File: config.mk
export PLATFORM = sky130hd
export DESIGN_NAME = serial_audio_rx
export DESIGN_NICKNAME = d
export VERILOG_FILES = /design/src/rtl/srx_pkg.sv /design/src/rtl/srx_framer.sv /design/src/rtl/srx_lane.sv /design/src/rtl/serial_audio_rx.sv
export SDC_FILE = /design/constraint.sdc
export NUM_CORES = 1
export LEC_CHECK = 0
export ABC_AREA = 1
export BUFFER_PORTS_ARGS = -buffer_cell sky130_fd_sc_hd__buf_2
export CORE_MARGIN = 2
export CORE_UTILIZATION = 48
export DETAILED_ROUTE_END_ITERATION = 6
export GPL_TIMING_DRIVEN = 0
export PLACE_DENSITY = 0.63
export SYNTH_ARGS = -nofsm -noshare
export SYNTH_HDL_FRONTEND = slang
export SYNTH_SLANG_ARGS = --single-unit
File: constraint.sdc
create_clock -name bclk -period 3.7 [get_ports bclk]
set_clock_uncertainty 0.05 [all_clocks]
set_input_delay 0.74 -clock bclk [delete_from_list [all_inputs] [get_ports bclk]]
set_output_delay 0.74 -clock bclk [all_outputs]
set_load 0.02 [all_outputs]
File: src/rtl/srx_pkg.sv
package srx_pkg;

    // Framing codes; their numeric values are fixed by the control interface
    localparam logic [2:0] FMT_RJ16  = 3'd0;
    localparam logic [2:0] FMT_RJ20  = 3'd1;
    localparam logic [2:0] FMT_LJ24  = 3'd2;
    localparam logic [2:0] FMT_I2S   = 3'd3;
    localparam logic [2:0] FMT_RJ24  = 3'd4;

    function automatic logic fmt_reserved(input logic [2:0] f);
        return f > FMT_RJ24;
    endfunction

    // Word length carried by a right-justified framing
    function automatic int rj_bits(input logic [2:0] f);
        case (f)
            FMT_RJ16: return 16;
            FMT_RJ20: return 20;
            default:  return 24;
        endcase
    endfunction

endpackage

File: src/rtl/srx_framer.sv
module srx_framer #(
    parameter int SAMPLE_W = 24,
    parameter int CW       = $clog2(SAMPLE_W + 1)
) (
    input  logic          clk,
    input  logic          rst_n,
    input  logic          lrclk_i,
    input  logic          i2s_i,
    output logic          bound_o,
    output logic          half_end_o,
    output logic          end_left_o,
    output logic [CW-1:0] pos_o
);

    typedef struct packed {
        logic          ws1;
        logic          ws2;
        logic          armed;
        logic [CW-1:0] pos;
    } fr_t;

    fr_t s_q, s_d;
    logic cur_w, prev_w;

    always_comb begin
        // I2S is handled as a justified framing on a frame clock delayed by one bit
        cur_w  = i2s_i ? s_q.ws1 : lrclk_i;
        prev_w = i2s_i ? s_q.ws2 : s_q.ws1;
        bound_o = cur_w ^ prev_w;

        s_d       = s_q;
        s_d.ws1   = lrclk_i;
        s_d.ws2   = s_q.ws1;
        s_d.armed = s_q.armed | bound_o;
        if (bound_o)
            s_d.pos = CW'(1);
        else if (s_q.pos < CW'(SAMPLE_W))
            s_d.pos = s_q.pos + CW'(1);

        if (!rst_n) begin
            s_d.armed = 1'b0;
            s_d.pos   = '0;
        end
    end

    always_ff @(posedge clk) begin
        s_q <= s_d;
    end

    assign half_end_o = bound_o & s_q.armed;
    assign end_left_o = prev_w ^ i2s_i;
    assign pos_o      = bound_o ? '0 : s_q.pos;

    // Bit position inside a half-frame never runs past the word
    p_pos_bound_r4: assert property (@(posedge clk) disable iff (!rst_n)
        s_q.pos <= CW'(SAMPLE_W));

endmodule

File: src/rtl/srx_lane.sv
module srx_lane #(
    parameter int SAMPLE_W = 24,
    parameter int CW       = $clog2(SAMPLE_W + 1)
) (
    input  logic                clk,
    input  logic                rst_n,
    input  logic                sd_i,
    input  logic                bound_i,
    input  logic [CW-1:0]       pos_i,
    input  logic                left_mode_i,
    input  logic [CW-1:0]       shift_i,
    output logic [SAMPLE_W-1:0] word_o
);

    typedef struct packed {
        logic [SAMPLE_W-1:0] acc;
        logic [SAMPLE_W-1:0] sh;
    } ln_t;

    ln_t s_q, s_d;
    logic [CW-1:0] idx_w;

    always_comb begin
        s_d    = s_q;
        idx_w  = CW'(SAMPLE_W - 1) - pos_i;
        // Trailing window for right-justified words
        s_d.sh = {s_q.sh[SAMPLE_W-2:0], sd_i};
        // Indexed fill for left-justified words, cleared at each half-frame start
        if (bound_i) begin
            s_d.acc               = '0;
            s_d.acc[SAMPLE_W-1]   = sd_i;
        end else if (pos_i < CW'(SAMPLE_W)) begin
            s_d.acc[idx_w] = sd_i;
        end
        if (!rst_n) begin
            s_d = '0;
        end
    end

    always_ff @(posedge clk) begin
        s_q <= s_d;
    end

    assign word_o = left_mode_i ? s_q.acc : (s_q.sh << shift_i);

endmodule

File: src/rtl/serial_audio_rx.sv
module serial_audio_rx
    import srx_pkg::*;
#(
    parameter int SAMPLE_W = 24,
    parameter int LANES    = 3
) (
    input  logic                      bclk,
    input  logic                      rst_n,
    input  logic [2:0]                fmt_sel,
    input  logic                      lrclk,
    input  logic [LANES-1:0]          sdata,
    output logic [LANES*SAMPLE_W-1:0] left_data,
    output logic [LANES*SAMPLE_W-1:0] right_data,
    output logic                      frame_valid,
    output logic                      fmt_err
);

    localparam int CW = $clog2(SAMPLE_W + 1);
    localparam int LW = LANES * SAMPLE_W;

    typedef struct packed {
        logic [2:0]    fmt;
        logic [LW-1:0] hold;
        logic          have_left;
        logic [LW-1:0] out_l;
        logic [LW-1:0] out_r;
        logic          valid;
    } top_t;

    top_t s_q, s_d;

    logic          bound_w, half_end_w, end_left_w;
    logic [CW-1:0] pos_w;
    logic [LW-1:0] words_w, wsel_w;
    logic          i2s_w, left_mode_w, rsv_w;
    logic [CW-1:0] shift_w;

    assign i2s_w       = (s_q.fmt == FMT_I2S);
    assign left_mode_w = i2s_w || (s_q.fmt == FMT_LJ24);
    assign rsv_w       = fmt_reserved(s_q.fmt);
    assign shift_w     = CW'(SAMPLE_W - rj_bits(s_q.fmt));

    srx_framer #(.SAMPLE_W(SAMPLE_W), .CW(CW)) u_framer (
        .clk        (bclk),
        .rst_n      (rst_n),
        .lrclk_i    (lrclk),
        .i2s_i      (i2s_w),
        .bound_o    (bound_w),
        .half_end_o (half_end_w),
        .end_left_o (end_left_w),
        .pos_o      (pos_w)
    );

    for (genvar g = 0; g < LANES; g++) begin : g_lane
        srx_lane #(.SAMPLE_W(SAMPLE_W), .CW(CW)) u_lane (
            .clk         (bclk),
            .rst_n       (rst_n),
            .sd_i        (sdata[g]),
            .bound_i     (bound_w),
            .pos_i       (pos_w),
            .left_mode_i (left_mode_w),
            .shift_i     (shift_w),
            .word_o      (words_w[g*SAMPLE_W +: SAMPLE_W])
        );

        // Short right-justified words keep their padding zero
        p_rj16_pad_r3: assert property (@(posedge bclk) disable iff (!rst_n)
            (s_q.fmt == FMT_RJ16) |->
                (left_data[g*SAMPLE_W +: SAMPLE_W-16] == '0 &&
                 right_data[g*SAMPLE_W +: SAMPLE_W-16] == '0));
    end

    assign wsel_w = rsv_w ? '0 : words_w;

    always_comb begin
        s_d       = s_q;
        s_d.valid = 1'b0;
        if (half_end_w) begin
            if (end_left_w) begin
                s_d.hold      = wsel_w;
                s_d.have_left = 1'b1;
            end else if (s_q.have_left) begin
                s_d.out_l     = s_q.hold;
                s_d.out_r     = wsel_w;
                s_d.valid     = 1'b1;
                s_d.have_left = 1'b0;
            end
        end
        if (!rst_n) begin
            s_d     = '0;
            s_d.fmt = fmt_sel;
        end
    end

    always_ff @(posedge bclk) begin
        s_q <= s_d;
    end

    assign left_data   = s_q.out_l;
    assign right_data  = s_q.out_r;
    assign frame_valid = s_q.valid;
    assign fmt_err     = rsv_w;

    // Framing code frozen once out of reset
    p_fmt_hold_r1: assert property (@(posedge bclk) disable iff (!rst_n)
        $past(rst_n) |-> $stable(s_q.fmt));

    // Frame strobe lasts a single cycle
    p_strobe_pulse_r7: assert property (@(posedge bclk) disable iff (!rst_n)
        frame_valid |=> !frame_valid);

    // Reserved code yields only zero samples
    p_reserved_zero_r10: assert property (@(posedge bclk) disable iff (!rst_n)
        fmt_err |-> (left_data == '0 && right_data == '0));

endmodule

# [After elaboration in Yosys (flattened, before gate mapping)]
# Index checks and enable logic that the tools add are counted.
# W data, S select, Z words.
[op_classes] addsub=3 n_lt_le_gt_ge=5 eq_ne=3 shifts=3 mux=23 bitwise_logic=7 n_reduce_logical=9
[op_table] op="$mux W24" count=9
[op_table] op="$bwmux W24" count=3
[op_table] op="$mux W72" count=1
[op_table] op="$shl A24 B5 Y24" count=3
[op_table] op="$lt A5 B5 Y1 const B" count=2
[op_table] op="$pmux W4 S2" count=1
[op_table] op="$mux W1" count=7
[op_table] op="$eq A3 B2 Y1 const B" count=2
[op_table] op="$lt A5 B6 Y1 const B" count=1
[op_table] op="$add A5 B1 Y5 const B" count=1
[op_table] op="$demux W1 S5" count=1
[op_table] op="$ge A5 B1 Y1 const B" count=1
[op_table] op="$mux W5" count=1
[op_table] op="$sub A4 B5 Y5 const A" count=1
[op_table] op="$sub A5 B5 Y5 const A" count=1
[op_table] op="$reduce_bool A2 Y1" count=2
[op_table] op="$eq A3 B1 Y1 const B" count=1
[op_table] op="$gt A3 B3 Y1 const B" count=1
[op_table] op="$logic_not A3 Y1" count=1
[op_table] op="$not A1 Y1" count=3
[op_table] op="$reduce_and A3 Y1" count=1
[op_table] op="$reduce_or A3 Y1" count=1
[op_table] op="$reduce_and A2 Y1" count=1
[op_table] op="$reduce_or A2 Y1" count=1
[op_table] op="other kinds (5)" count=6
[totals] reg_bits=373 output_inout_bits=146 elab_cells=73

# [Logic depth before layout (Yosys ltp)]
[depth] ltp_word=12 mapped_depth=14 mapped_depth_nobuf=13

# [Modules after synthesis]
# A second synthesis with hierarchy kept.
[hier_totals] cells_unflattened=2767 hier_area_um2=18552.8
[modules_own_cells] module="serial_audio_rx" instances=1 cells_per_inst=1181 area_each_um2=9085.0 seq_area_each_um2=4454.3
[modules_own_cells] module="srx_lane (g_lane[1].u_lane)" instances=1 cells_per_inst=512 area_each_um2=3052.9 seq_area_each_um2=960.9
[modules_own_cells] module="srx_lane (g_lane[0].u_lane)" instances=1 cells_per_inst=512 area_each_um2=3039.2 seq_area_each_um2=960.9
[modules_own_cells] module="srx_lane (g_lane[2].u_lane)" instances=1 cells_per_inst=507 area_each_um2=2984.1 seq_area_each_um2=960.9
[modules_own_cells] module="srx_framer" instances=1 cells_per_inst=55 area_each_um2=391.6 seq_area_each_um2=160.2

# [Least setup slack after synthesis]
# Ideal clock, no wire load.
[synth_path] path_kind="in2reg" from="in rst_n" to="reg s_q (netlist bit left_data[0])" setup_ps=132 arrival_ps=1848 required_ps=3518 setup_slack_ps=1669 cell_stages=6 cell_sequence="clkbuf_1 > inv_1 > clkbuf_1 > clkbuf_1 > clkbuf_1 > a21oi_1"
[synth_rtl] element="start: declaration" line="serial_audio_rx.sv:8" rtl="input logic rst_n,"
[synth_rtl] element="end signal: assignment" line="serial_audio_rx.sv:96" rtl="s_q <= s_d;"
[synth_rtl] element="end: declaration" line="serial_audio_rx.sv:30" rtl="top_t s_q, s_d;"
# No word-level cell between the ends.

# [Worst setup path in the final report]
[layout_path] from="reg s_q[220] (netlist name)" to="out fmt_err"
[layout_between] elab_chain_len=1
[layout_rtl] element="$gt A3 B3 Y1" line="srx_pkg.sv:11" rtl="return f > FMT_RJ24;"
[layout_rtl] element="end: declaration" line="serial_audio_rx.sv:15" rtl="output logic fmt_err"
# Every way passes these cells.

==> impl_metrics.env <==
export IMPL_fin_crit_ns=3.36
export IMPL_hold_path_class="in2reg"
export IMPL_rows=66
export IMPL_grt_pass1_vias=13874
export IMPL_finalCritPeriodShare=0.908
export IMPL_grt_total_usage=0.311
export IMPL_cts_tree="built"
export IMPL_grt_max_degree=14
export IMPL_cts_buffers_inserted=41
export IMPL_cts_resized=0
export IMPL_worstSetupStartpointType="register"
export IMPL_netlist_area_leader_share=0.462
export IMPL_nets=2407
export IMPL_start_util=0.490
export IMPL_die_w_um=187
export IMPL_clock_latency_ns=0.53
export IMPL_port_buffers=151
export IMPL_postSynthCellCount=2203
export IMPL_cp_arrival_ns=2.57
export IMPL_overflow=0
export IMPL_rsz0062_at_grt="no"
export IMPL_cts_root_buf="clkbuf_16"
export IMPL_yosys_warnings=0
export IMPL_worstPathMaxFanout=10
export IMPL_drive_above_1_share=0.188
export IMPL_mostFrequentLayoutCells="nand2_1 (596), dfxtp_1 (370), nor2_1 (308)"
export IMPL_wirelength_um=54900
export IMPL_die_area_mm2=0.0348
export IMPL_synth_seq_cells=373
export IMPL_cts_num_sinks=373
export IMPL_detail_route_wl_per_cell_um=19.1
export IMPL_fin_util=0.575
export IMPL_final_common_cell="nand2_1"
export IMPL_grt_pass1_wl_um=83200
export IMPL_io_pins=155
export IMPL_die_y_um=187
export IMPL_drcViolationCount=0
export IMPL_slew_violations=0
export IMPL_peakVddDrop_v=0.000316
export IMPL_diodes=0
export IMPL_cts_clk_slew_worst_paths_ns=0.06
export IMPL_maxCapViolations=0
export IMPL_cts_max_level=2
export IMPL_first_pass_iters=6
export IMPL_post_dp_hpwl_um=42700
export IMPL_antenna_found_initial=0
export IMPL_synth_avg_cell_area_um2=7.27
export IMPL_p_per_area_mw_per_mm2=487
export IMPL_fin_cells=2870
export IMPL_numPlacedInstances=2796
export IMPL_area_growth_pct=17.4
export IMPL_netlist_area_mm2=0.0160
export IMPL_ys_types=40
export IMPL_core_mm2=0.0327
export IMPL_ant_nets=0
export IMPL_synth_top_cells_by_area="dfxtp_1 (46%), nand2_1 (14%), nor2_1 (7.2%), buf_4 (7.2%), a21oi_1 (5.9%)"
export IMPL_clk_path_buf_depth=3
export IMPL_critical_path_class="reg2out"
export IMPL_cp_required_ns=2.91
export IMPL_setup_viol=0
export IMPL_leakage_nw=8.41
export IMPL_synth_seq_area_share=0.468
export IMPL_slew_limit_headroom=0.161
export IMPL_drt_vias_per_instance=5.18
export IMPL_finalSetupTns_ns=0
export IMPL_synth_nets=2213
export IMPL_clock_fmax_mhz=297
export IMPL_place_gp_congestion=0.959
export IMPL_crit_path_end_kind="primary output"
export IMPL_hold_buffers=0
export IMPL_via_count=14857
export IMPL_hold_viol=0
export IMPL_status="finished, final reports clean"
export IMPL_cts_setup_buffers=0
export IMPL_worst_pin_slew_ns=1.26
export IMPL_drt_iter0_markers=1365
export IMPL_synth_top_area_cell="dfxtp_1"
through the flow:
stage / setup slack [ns] / hold slack, ns / power, mW / area, µm²
final: 0.339 / 0.289 / 9.15 / 18800
after global routing: 0.263 / 0.295 / 9.42 / 18800
after CTS: 0.392 / 0.278 / 9.16 / 18800
after detailed placement: 0.417 / 0.332 / 4.85 / 17300
after global placement: 0.386 / 0.325 / 4.85 / 17300
after floorplan: 1.67 / 0.314 / 4.60 / 16000
layout make-up:
cell class	instances	area, µm²
timing repair buffer	151	756
clock inverter	11	170
fill	3280	13900
inverter	142	533
buffer	281	1780
clock buffer	63	1300
tap	442	553
multi-input combinational	1407	6200
sequential	373	7500
sequential cells by signal (all words and copies together) (netlist names):
register and cells:
right_data 72, frame_valid 1, u_framer.s_d 1, left_data 72, g_lane.u_lane.s_q 144, u_framer.s_q 7
s_q 76
critical path, cell delays in order (launching register included):
cell and delay, ns:
edfxtp_1 0.32, buf_4 0.26, inv_2 0.13, a21oi_2 0.36
clkbuf_1 0.64, buf_2 0.30
logic make-up after synthesis:
logic type,share of synthesized area
AND/OR/NAND/NOR,0.247
flip-flops,0.468
adder cells (fa/ha/maj),0.000781
AO/OA/AOI/OAI,0.138
buffers and inverters,0.145
XOR/XNOR,0.00109
synthesized netlist by cell type (all sizes together):
cell type  number
or2            16
xor2            2
edfxtp          3
o31ai           2
dfxtp         370
a211oi         12
a21oi         191
nand3          53
o41ai           1
o22ai           7
o21ai         135
nand2         599
nor3            5
o2111ai         4
buf           204
a31oi          20
a41oi           1
nand4          10
o211a           2
clkbuf         77
inv           141
ha              1
nor2          315
o211ai         31
clkinv          1
routing by layer:
| layer | GRT usage | vias up | part of all wire |
|---|---|---|---|
| li1 | - | 7254 | - |
| met1 | 0.417 | 6978 | 0.44 |
| met2 | 0.533 | 546 | 0.47 |
| met3 | 0.0401 | 79 | 0.070 |
| met4 | 0.0726 | 0 | 0.022 |
| met5 | 0 | - | 0 |
final timing paths:
path | from | to | slack [ns] | cells after the start
setup / recovery | s_q[220] | fmt_err | 0.34 | 5
setup reg to reg | s_q[220] | right_data[17] | 0.55 | 9
hold / removal | lrclk | u_framer.s_d[6] | 0.29 | 1
hold reg to reg | u_framer.s_d[6] | u_framer.s_q[6] | 0.34 | 0
report_power, final:
part	switching [mW]	internal, mW
Sequential	0.0415	4.08
Combinational	0.506	0.157
Clock	1.67	2.70
Total	2.21	6.94
Power figures use the tool's default switching activity.
